## src/rtl/pstore_pkg.sv

```systemverilog
`timescale 1ns/1ps
package pstore_pkg;

    typedef enum logic [1:0] {
        ST_IDLE   = 2'd0,
        ST_ISSUE  = 2'd1,
        ST_FINISH = 2'd2
    } seq_state_t;

    localparam logic [1:0] SZC_H = 2'b01;
    localparam logic [1:0] SZC_W = 2'b10;
    localparam logic [1:0] SZC_D = 2'b11;

    // log2(esize/16): 0 for halfword containers, 1 for word, 2 for doubleword
    function automatic logic [1:0] size_shift(input logic [1:0] code);
        case (code)
            SZC_W:   return 2'd1;
            SZC_D:   return 2'd2;
            default: return 2'd0;
        endcase
    endfunction

endpackage

```

## src/rtl/pstore_mask.sv

```systemverilog
`timescale 1ns/1ps
// Turns a byte-granular predicate into one activity bit per element slot.
module pstore_mask #(
    parameter int VL = 128,
    localparam int PW = VL / 8,
    localparam int NE = VL / 16
) (
    input  logic [PW-1:0] pred,
    input  logic [1:0]    sh,
    output logic [NE-1:0] act
);
    logic [NE-1:0] a16, a32, a64;

    for (genvar e = 0; e < NE; e++) begin : g_slot
        assign a16[e] = pred[2*e];
        if (e < NE/2) begin : g_w
            assign a32[e] = pred[4*e];
        end else begin : g_wz
            assign a32[e] = 1'b0;
        end
        if (e < NE/4) begin : g_d
            assign a64[e] = pred[8*e];
        end else begin : g_dz
            assign a64[e] = 1'b0;
        end
    end

    always_comb begin
        unique case (sh)
            2'd1:    act = a32;
            2'd2:    act = a64;
            default: act = a16;
        endcase
    end
endmodule

```

## src/rtl/pstore_pick.sv

```systemverilog
`timescale 1ns/1ps
// Lowest set bit finder.
module pstore_pick #(
    parameter int N  = 8,
    localparam int IW = $clog2(N)
) (
    input  logic [N-1:0]  pend,
    output logic [IW-1:0] idx,
    output logic          any
);
    always_comb begin
        idx = '0;
        for (int i = N - 1; i >= 0; i--) begin
            if (pend[i]) idx = IW'(i);
        end
        any = |pend;
    end
endmodule

```

## src/rtl/pstore_addr.sv

```systemverilog
`timescale 1ns/1ps
// base + ((imm * elements) + idx) * 2, modulo 2^AW.
module pstore_addr #(
    parameter int AW = 64,
    parameter int NE = 8,
    localparam int IW = $clog2(NE),
    localparam int LOG_NE = $clog2(NE)
) (
    input  logic [AW-1:0] base,
    input  logic [3:0]    imm,
    input  logic [1:0]    sh,
    input  logic [IW-1:0] idx,
    output logic [AW-1:0] addr
);
    logic [AW-1:0] imm_ext;
    logic [AW-1:0] scaled;
    logic [AW-1:0] eoff;
    logic [7:0]    amt;

    always_comb begin
        imm_ext = {{(AW-4){imm[3]}}, imm};
        amt     = 8'(LOG_NE) - {6'd0, sh};
        scaled  = imm_ext << amt;
        eoff    = scaled + AW'(idx);
        addr    = base + {eoff[AW-2:0], 1'b0};
    end
endmodule

```

## src/rtl/pstore_lane.sv

```systemverilog
`timescale 1ns/1ps
// Picks the low halfword of the selected element for the active container size.
module pstore_lane #(
    parameter int VL = 128,
    localparam int NE = VL / 16,
    localparam int IW = $clog2(NE)
) (
    input  logic [VL-1:0] vec,
    input  logic [IW-1:0] idx,
    input  logic [1:0]    sh,
    output logic [15:0]   data
);
    logic [15:0] h16 [NE];
    logic [15:0] h32 [NE];
    logic [15:0] h64 [NE];

    for (genvar e = 0; e < NE; e++) begin : g_el
        assign h16[e] = vec[e*16 +: 16];
        if (e < NE/2) begin : g_w
            assign h32[e] = vec[e*32 +: 16];
        end else begin : g_wz
            assign h32[e] = '0;
        end
        if (e < NE/4) begin : g_d
            assign h64[e] = vec[e*64 +: 16];
        end else begin : g_dz
            assign h64[e] = '0;
        end
    end

    always_comb begin
        unique case (sh)
            2'd1:    data = h32[idx];
            2'd2:    data = h64[idx];
            default: data = h16[idx];
        endcase
    end
endmodule

```

## src/rtl/pstore_seq.sv

```systemverilog
`timescale 1ns/1ps
module pstore_seq #(
    parameter int VL = 128,
    parameter int AW = 64,
    localparam int PW = VL / 8,
    localparam int NE = VL / 16,
    localparam int IW = $clog2(NE)
) (
    input  logic          clk,
    input  logic          rst_n,
    input  logic          start,
    input  logic [VL-1:0] vec_in,
    input  logic [PW-1:0] pred_in,
    input  logic [AW-1:0] base_in,
    input  logic          base_sp,
    input  logic [3:0]    imm_in,
    input  logic [1:0]    size_code,
    input  logic          empty_sp_chk,
    output logic          wr_valid,
    input  logic          wr_ready,
    output logic [AW-1:0] wr_addr,
    output logic [15:0]   wr_data,
    output logic          done,
    output logic          sp_align_chk,
    output logic          tag_chk
);
    import pstore_pkg::*;

    seq_state_t    state_q, state_d;
    logic [VL-1:0] vec_q;
    logic [AW-1:0] base_q;
    logic [3:0]    imm_q;
    logic [1:0]    sh_q;
    logic          sp_q;
    logic          align_q;
    logic [NE-1:0] pend_q, pend_d;

    logic [1:0]    sh_in;
    logic [NE-1:0] act_in;
    logic [IW-1:0] cur_idx;
    logic          pend_any;
    logic [NE-1:0] pend_rest;
    logic          launch;
    logic          accept;

    assign sh_in = size_shift(size_code);

    pstore_mask #(.VL(VL)) u_mask (
        .pred (pred_in),
        .sh   (sh_in),
        .act  (act_in)
    );

    pstore_pick #(.N(NE)) u_pick (
        .pend (pend_q),
        .idx  (cur_idx),
        .any  (pend_any)
    );

    pstore_addr #(.AW(AW), .NE(NE)) u_addr (
        .base (base_q),
        .imm  (imm_q),
        .sh   (sh_q),
        .idx  (cur_idx),
        .addr (wr_addr)
    );

    pstore_lane #(.VL(VL)) u_lane (
        .vec  (vec_q),
        .idx  (cur_idx),
        .sh   (sh_q),
        .data (wr_data)
    );

    assign launch    = (state_q == ST_IDLE) && start;
    assign accept    = (state_q == ST_ISSUE) && wr_ready;
    assign pend_rest = pend_q & ~(NE'(1) << cur_idx);

    // next state and pending mask
    always_comb begin
        state_d = state_q;
        pend_d  = pend_q;
        unique case (state_q)
            ST_IDLE: begin
                if (start) begin
                    pend_d  = act_in;
                    state_d = (|act_in) ? ST_ISSUE : ST_FINISH;
                end
            end
            ST_ISSUE: begin
                if (wr_ready) begin
                    pend_d = pend_rest;
                    if (!(|pend_rest)) state_d = ST_FINISH;
                end
            end
            ST_FINISH: state_d = ST_IDLE;
            default:   state_d = ST_IDLE;
        endcase
    end

    // state register and captured operands
    always_ff @(posedge clk or negedge rst_n) begin
        if (!rst_n) begin
            state_q <= ST_IDLE;
            pend_q  <= '0;
            vec_q   <= '0;
            base_q  <= '0;
            imm_q   <= '0;
            sh_q    <= '0;
            sp_q    <= 1'b0;
            align_q <= 1'b0;
        end else begin
            state_q <= state_d;
            pend_q  <= pend_d;
            align_q <= launch && base_sp && ((|act_in) || empty_sp_chk);
            if (launch) begin
                vec_q  <= vec_in;
                base_q <= base_in;
                imm_q  <= imm_in;
                sh_q   <= sh_in;
                sp_q   <= base_sp;
            end
        end
    end

    // outputs
    always_comb begin
        wr_valid     = 1'b0;
        done         = 1'b0;
        tag_chk      = 1'b0;
        sp_align_chk = align_q;
        unique case (state_q)
            ST_IDLE:   ;
            ST_ISSUE: begin
                wr_valid = pend_any;
                tag_chk  = !sp_q;
            end
            ST_FINISH: begin
                done    = 1'b1;
                tag_chk = !sp_q;
            end
            default: ;
        endcase
    end

    logic unused_ok;
    assign unused_ok = accept;
endmodule

```

## config.mk

```make
export PLATFORM = sky130hd
export DESIGN_NAME = pstore_seq
export DESIGN_NICKNAME = d
export VERILOG_FILES = /design/src/rtl/pstore_pkg.sv /design/src/rtl/pstore_mask.sv /design/src/rtl/pstore_pick.sv /design/src/rtl/pstore_addr.sv /design/src/rtl/pstore_lane.sv /design/src/rtl/pstore_seq.sv
export SDC_FILE = /design/constraint.sdc
export NUM_CORES = 1
export LEC_CHECK = 0
export BUFFER_PORTS_ARGS = -buffer_cell sky130_fd_sc_hd__clkbuf_2
export CAP_MARGIN = 20
export CORE_UTILIZATION = 37
export DETAILED_ROUTE_END_ITERATION = 6
export MAX_ROUTING_LAYER = met4
export PLACE_DENSITY = 0.61
export SLEW_MARGIN = 10
export SYNTH_ARGS = -nofsm -noshare
export SYNTH_HDL_FRONTEND = slang
export SYNTH_SLANG_ARGS = --single-unit
export TNS_END_PERCENT = 5
```

## constraint.sdc

```tcl
create_clock -name clk -period 7.45 [get_ports clk]
set_input_delay 0.3725 -clock clk [delete_from_list [all_inputs] [get_ports clk]]
set_output_delay 0.3725 -clock clk [all_outputs]
set_load 0.005 [all_outputs]
```

* Word level (Yosys, flattened, before mapping) *
Cells that the tools add are included.

operators by class
  shifts and indexed selects = 2
  $add $sub $neg = 3
  bitwise logic cells = 3
  magnitude comparators = 1
  equal/unequal tests = 11
  reductions and logical operators = 13
  muxes and demuxes = 31

operators by type and width
  cell                                                                    count
  16-bit binary-select mux with 3-bit select                              3
  16-bit 2-to-1 mux                                                       6
  64-bit adder                                                            1
  64-bit by 8-bit left shift with 63-bit output                           1
  63-bit by 3-bit adder with 63-bit output                                1
  16-bit case mux with 2 select lines                                     1
  8-bit case mux with 2 select lines                                      2
  3-bit 2-to-1 mux                                                        8
  8-bit OR reduction                                                      3
  8-bit 2-to-1 mux                                                        2
  2-bit equality test (second input constant)                             5
  8-bit AND                                                               1
  2-bit 2-to-1 mux                                                        4
  8-bit inverter                                                          1
  2-bit case mux with 2 select lines                                      2
  1-bit by 3-bit left shift with 8-bit output (first input constant)      1
  2-bit by 1-bit equality test with 1-bit output (second input constant)  3
  2-bit != test (second input constant)                                   3
  3-bit AND reduction                                                     2
  4-bit greater-or-equal comparator (second input constant)               1
  3-bit inverter with 4-bit output                                        1
  1-bit logical AND                                                       3
  1-bit 2-to-1 mux                                                        3
  2-bit by 2-bit subtractor with 3-bit output (first input constant)      1
  5 further kinds                                                         5

word-level totals
  flip-flop bits (word level) = 210
  logic and storage cells = 72
  output and inout bits = 84

* Logic depth before layout (Yosys ltp) *
  word-level depth = 15
  depth in mapped cells = 29
  mapped depth without buffers = 25

* Modules after synthesis *
Synthesis repeated with hierarchy kept, for this count alone.

unflattened totals
  cells, all modules = 1446
  area total of the unflattened synthesis = 14750.4 µm²

modules (own cells, without submodules)
  module       cells each  area an instance (µm²)  instances
  pstore_seq   511         8112.8                  1
  pstore_addr  647         4369.2                  1
  pstore_lane  260         2074.5                  1
  pstore_mask  15          112.6                   1
  pstore_pick  13          81.3                    1

* Worst setup path before layout *
OpenSTA, ideal clock, no wires.

  path type = reg-to-output
  start point = register pend_q[6]
  end point = output port wr_addr[57]
  data required time = 7.078 ns
  arrival time = 5.793 ns
  cell stages (with the launch flop) = 29
  setup slack = 1.285 ns
  path through = dfrtp_1 -> nand2b_1 -> a21oi_1 -> o21bai_1 -> nand2_1 -> nand2b_1 -> buf_2 -> inv_2 -> buf_2 -> buf_1 -> ha_1 -> a21o_1 -> a21o_1 -> nand2_1 -> nor3_1 -> nand2_1 -> ha_1 -> inv_1 -> ha_1 -> buf_4 -> nand2_1 -> or3_1 -> o21a_4 -> a2111oi_4 -> o21ai_2 -> o41a_4 -> o31ai_4 -> a31oi_1 -> xnor2_1

on the way
  longest elaborated chain between the ends = 9

RTL lines
  element                                   RTL line           source
  start, declared                           pstore_seq.sv:36   logic [NE-1:0] pend_q, pend_d;
  start signal, assigned                    pstore_seq.sv:114  pend_q <= pend_d;
  3-bit 2-to-1 mux (7 in series)            pstore_pick.sv:14  if (pend[i]) idx = IW'(i);
  63-bit by 3-bit adder with 63-bit output  pstore_addr.sv:24  eoff = scaled + AW'(idx);
  64-bit adder                              pstore_addr.sv:25  addr = base + {eoff[AW-2:0], 1'b0};
  end, declared                             pstore_seq.sv:21   output logic [AW-1:0] wr_addr,

Every way passes these cells.

* Worst setup path in the final report *
  start point = register pend_q[6]
  end point = output port wr_addr[56]

The elaborated chain is that of the path after synthesis.

==> out/qor.log <==
[cts] clock buffer depth 3
[die] die outline area 39100 µm²
[sta] final setup violation count 0
[cts] root buf cell sky130_fd_sc_hd__clkbuf_16
[critical_path] Max FO, Critical Path 16
[die] Core Rows 71
[sta] remaining max-slew budget at the tightest pin 36.7%
[sta] Clock Skew 0.0162 ns
[synthesis] share of the yosys chip area belonging to registers 37.1%
[layout] layout overhead on the synthesized area 20.1%
[cts] Max H-tree Level 1
[synthesis] library cell with the highest instance count after synthesis sky130_fd_sc_hd__dfrtp_1
[routing] routed wirelength normalized by instance count 19.7 µm
[layout] fin nets 2045
[layout] final std cell area, no fill 17000 µm²
[layout] share of post-route cells with drive strength above 1 32.4%
[critical_path] Largest delay share family, worst path compound AO/OA/AOI/OAI gates
[sta] worst hold slack 0.0320 ns
[routing] DRT Pass-1 Iters 6
[routing] Detailed Route Iter0 Violations 779
[layout] number of standard cells in the layout, taps in and fillers out 2276
[sta] slew of the pin with the lowest slew margin 0.949 ns
[routing] WL final 44.9 mm
[synthesis] synthesized flop and latch total 210
[synthesis] flip-flop cell with the highest count after synthesis sky130_fd_sc_hd__dfrtp_1
[synthesis] post-synthesis instance area 14200 µm²
[placement] post-place instance area 16000 µm²
[routing] number of remaining DRC errors 0
[critical_path] Buf/Inv on CP 5
[run_status] outcome finished clean
[die] vertical die dimension 198 µm
[synthesis] number of distinct library cells after synthesis 68
[hold_path] path class of the lowest-slack min-delay path in2reg
[sta] post-layout minimum cycle time 6.93 ns
[grt] vias in the first global route 12000
[cts] post-CTS repair timing setup buffer count 0
[die] I/O pin cnt 304
[placement] final weighted congestion in routability-driven placement 0.948
[routing] number of antenna-violating nets in the routed design 0
[grt] Tot GR Track Use 23.4%
[grt] number of antenna violations at the first check in global routing 5
[synthesis] most frequent cells after synthesis sky130_fd_sc_hd__dfrtp_1, sky130_fd_sc_hd__mux2_2, sky130_fd_sc_hd__nand2_1
[cts] number of clock sinks 210
[cts] TritonCTS clock tree built
[sta] summed negative setup slack over all endpoints 0 ns
[grt] maximum number of pins on one net before global-route repair 137
[die] standard cell core area 37700 µm²
[synthesis] FFs w/ async S/R, synth 100%
[critical_path] kind of end point of the critical path output pin
[layout] Filler Cells Inserted 3684
[critical_path] data arrival at the endpoint of the critical path 6.56 ns
[die] horizontal die dimension 198 µm
[synthesis] YS warnings 0
[sta] setup repair after global routing missed its margin no
[grt] sum of overflow across all layers after global routing 0
[die] initial core utilization 37.6%
[critical_path] Crit path required time 7.08 ns
[synthesis] cell type with the largest total area after synthesis sky130_fd_sc_hd__dfrtp_1
[synthesis] Synth Area per Inst 9.47 µm²
[sta] max-slew violation count 0
[cts] worst-skew pair later-pin latency 0.57 ns
[flow_run] number of max-cap violations 0
[synthesis] Gate Count Post-Synth 1497
[routing] via density per instance 5.42
[synthesis] number of synthesized flops with an enable pin 0
[placement] port buffer count 295
[critical_path] Critical Path Source Type flip-flop
[placement] Final HPWL DP 33.9 mm
[synthesis] area fraction of the dominant cell type after synthesis 37.1%
[critical_path] Crit Path Class reg2out
[cts] clock transition time at the flip-flop clock pins of the worst setup and hold paths 0.06 ns
[synthesis] number of nets produced by synthesis 1800
[sta] Final Cycle Share 93.0%
[critical_path] cell with the largest stage delay on the worst path sky130_fd_sc_hd__ha_2
[routing] vias after detailed routing 12300
[sta] final hold viol count 0
[synthesis] Synth area leaders sky130_fd_sc_hd__dfrtp_1, sky130_fd_sc_hd__mux2_2, sky130_fd_sc_hd__ha_1
[cts] cts bufs inserted 26
[grt] wire length of the first global-routing pass 68.8 mm
[sta] Max Clock Freq 0.144 GHz
[placement] Inst Count DP 2221
[critical_path] Slowest Stage Delay on Critical Path 0.49 ns
## registers in the layout, indices dropped and copies added, names as in the netlist
signal / flops
vec_q: 128
base_q: 64
pend_q: 8
imm_q: 4
sh_q: 2
state_q: 2
sp_align_chk: 1
sp_q: 1
## per-layer routing
| metal | track usage, % | wire length [µm] |
|---|---|---|
| met2 | 35.3 | 20100 |
| met5 | - | 0 |
| met3 | 3.53 | 2500 |
| met1 | 32.2 | 21100 |
| met4 | 7.06 | 1210 |
## metrics by stage
stage | worst slack (ns) | utilization, %
2_1_floorplan | 1.28 | -
3_5_place_dp | 0.555 | 42.6
3_3_place_gp | 0.736 | 42.6
5_1_grt | 0.0446 | 45.2
6_report | 0.519 | 45.2
4_1_cts | 0.110 | 45.1
## worst paths after layout
kind	start	end	slack, ns	cells past startpoint
setup / recovery	pend_q[6]$_DFFE_PN0P_	wr_addr[56]	0.52	26
hold / removal	base_in[0]	base_q[0]$_DFFE_PN0P_	0.03	2
setup reg to reg	state_q[0]$_DFFE_PN0P_	vec_q[64]$_DFFE_PN0P_	4.70	5
hold reg to reg	sp_q$_DFFE_PN0P_	sp_q$_DFFE_PN0P_	0.48	2
max in group asynchronous	rst_n	vec_q[77]$_DFFE_PN0P_	5.74	3
min in group asynchronous	rst_n	state_q[1]$_DFFE_PN0P_	0.35	2
## timing repair
item,4_1_cts,5_1_grt
resized for setup,1,6
setup endpoints to repair,2,17
endpoints found under the hold margin,92,0
hold buffers,4,0
## layout by cell type (no fill, tap or decap), types with 26 or more instances in the layout
cell,count
sky130_fd_sc_hd__nand2_1,187
sky130_fd_sc_hd__o21ai_1,27
sky130_fd_sc_hd__clkbuf_2,294
sky130_fd_sc_hd__a21oi_1,142
sky130_fd_sc_hd__a311oi_1,33
sky130_fd_sc_hd__o21ai_0,64
sky130_fd_sc_hd__xnor2_1,38
sky130_fd_sc_hd__a211oi_1,56
sky130_fd_sc_hd__clkbuf_16,26
sky130_fd_sc_hd__mux2_2,198
sky130_fd_sc_hd__nor2_1,39
sky130_fd_sc_hd__inv_1,40
sky130_fd_sc_hd__dfrtp_1,210
sky130_fd_sc_hd__nor2b_1,46
sky130_fd_sc_hd__a21o_1,26
sky130_fd_sc_hd__ha_1,78
## cell type report
class,instances,area (µm²),share of cell area [%]
clock buffers,36,758,4.45
clock inverters,10,156,0.918
diodes,5,12.5,0.0734
repair buffers,311,1630,9.56
flip-flops and latches,210,5260,30.8
inverters,43,161,0.947
well taps,511,639,3.75
multi-input cells,1150,8420,49.4
## cell families (layout without fill, tap and decap cells)
group | count (synthesis) | count (layout) | synth area share (%)
AO/OA/AOI/OAI | 435 | 435 | 19.9
AND/OR/NAND/NOR | 367 | 367 | 11.9
flip-flops | 210 | 210 | 37.1
multiplexers | 202 | 202 | 16.0
buffers and inverters | 137 | 400 | 3.81
adder cells (fa/ha/maj) | 83 | 83 | 7.43
XOR/XNOR | 63 | 63 | 3.89
other | 0 | 5 | 0
Power is left out: the tool's default activity adds up to more than one toggle a clock period on the data nets, which glitch-free logic cannot reach.
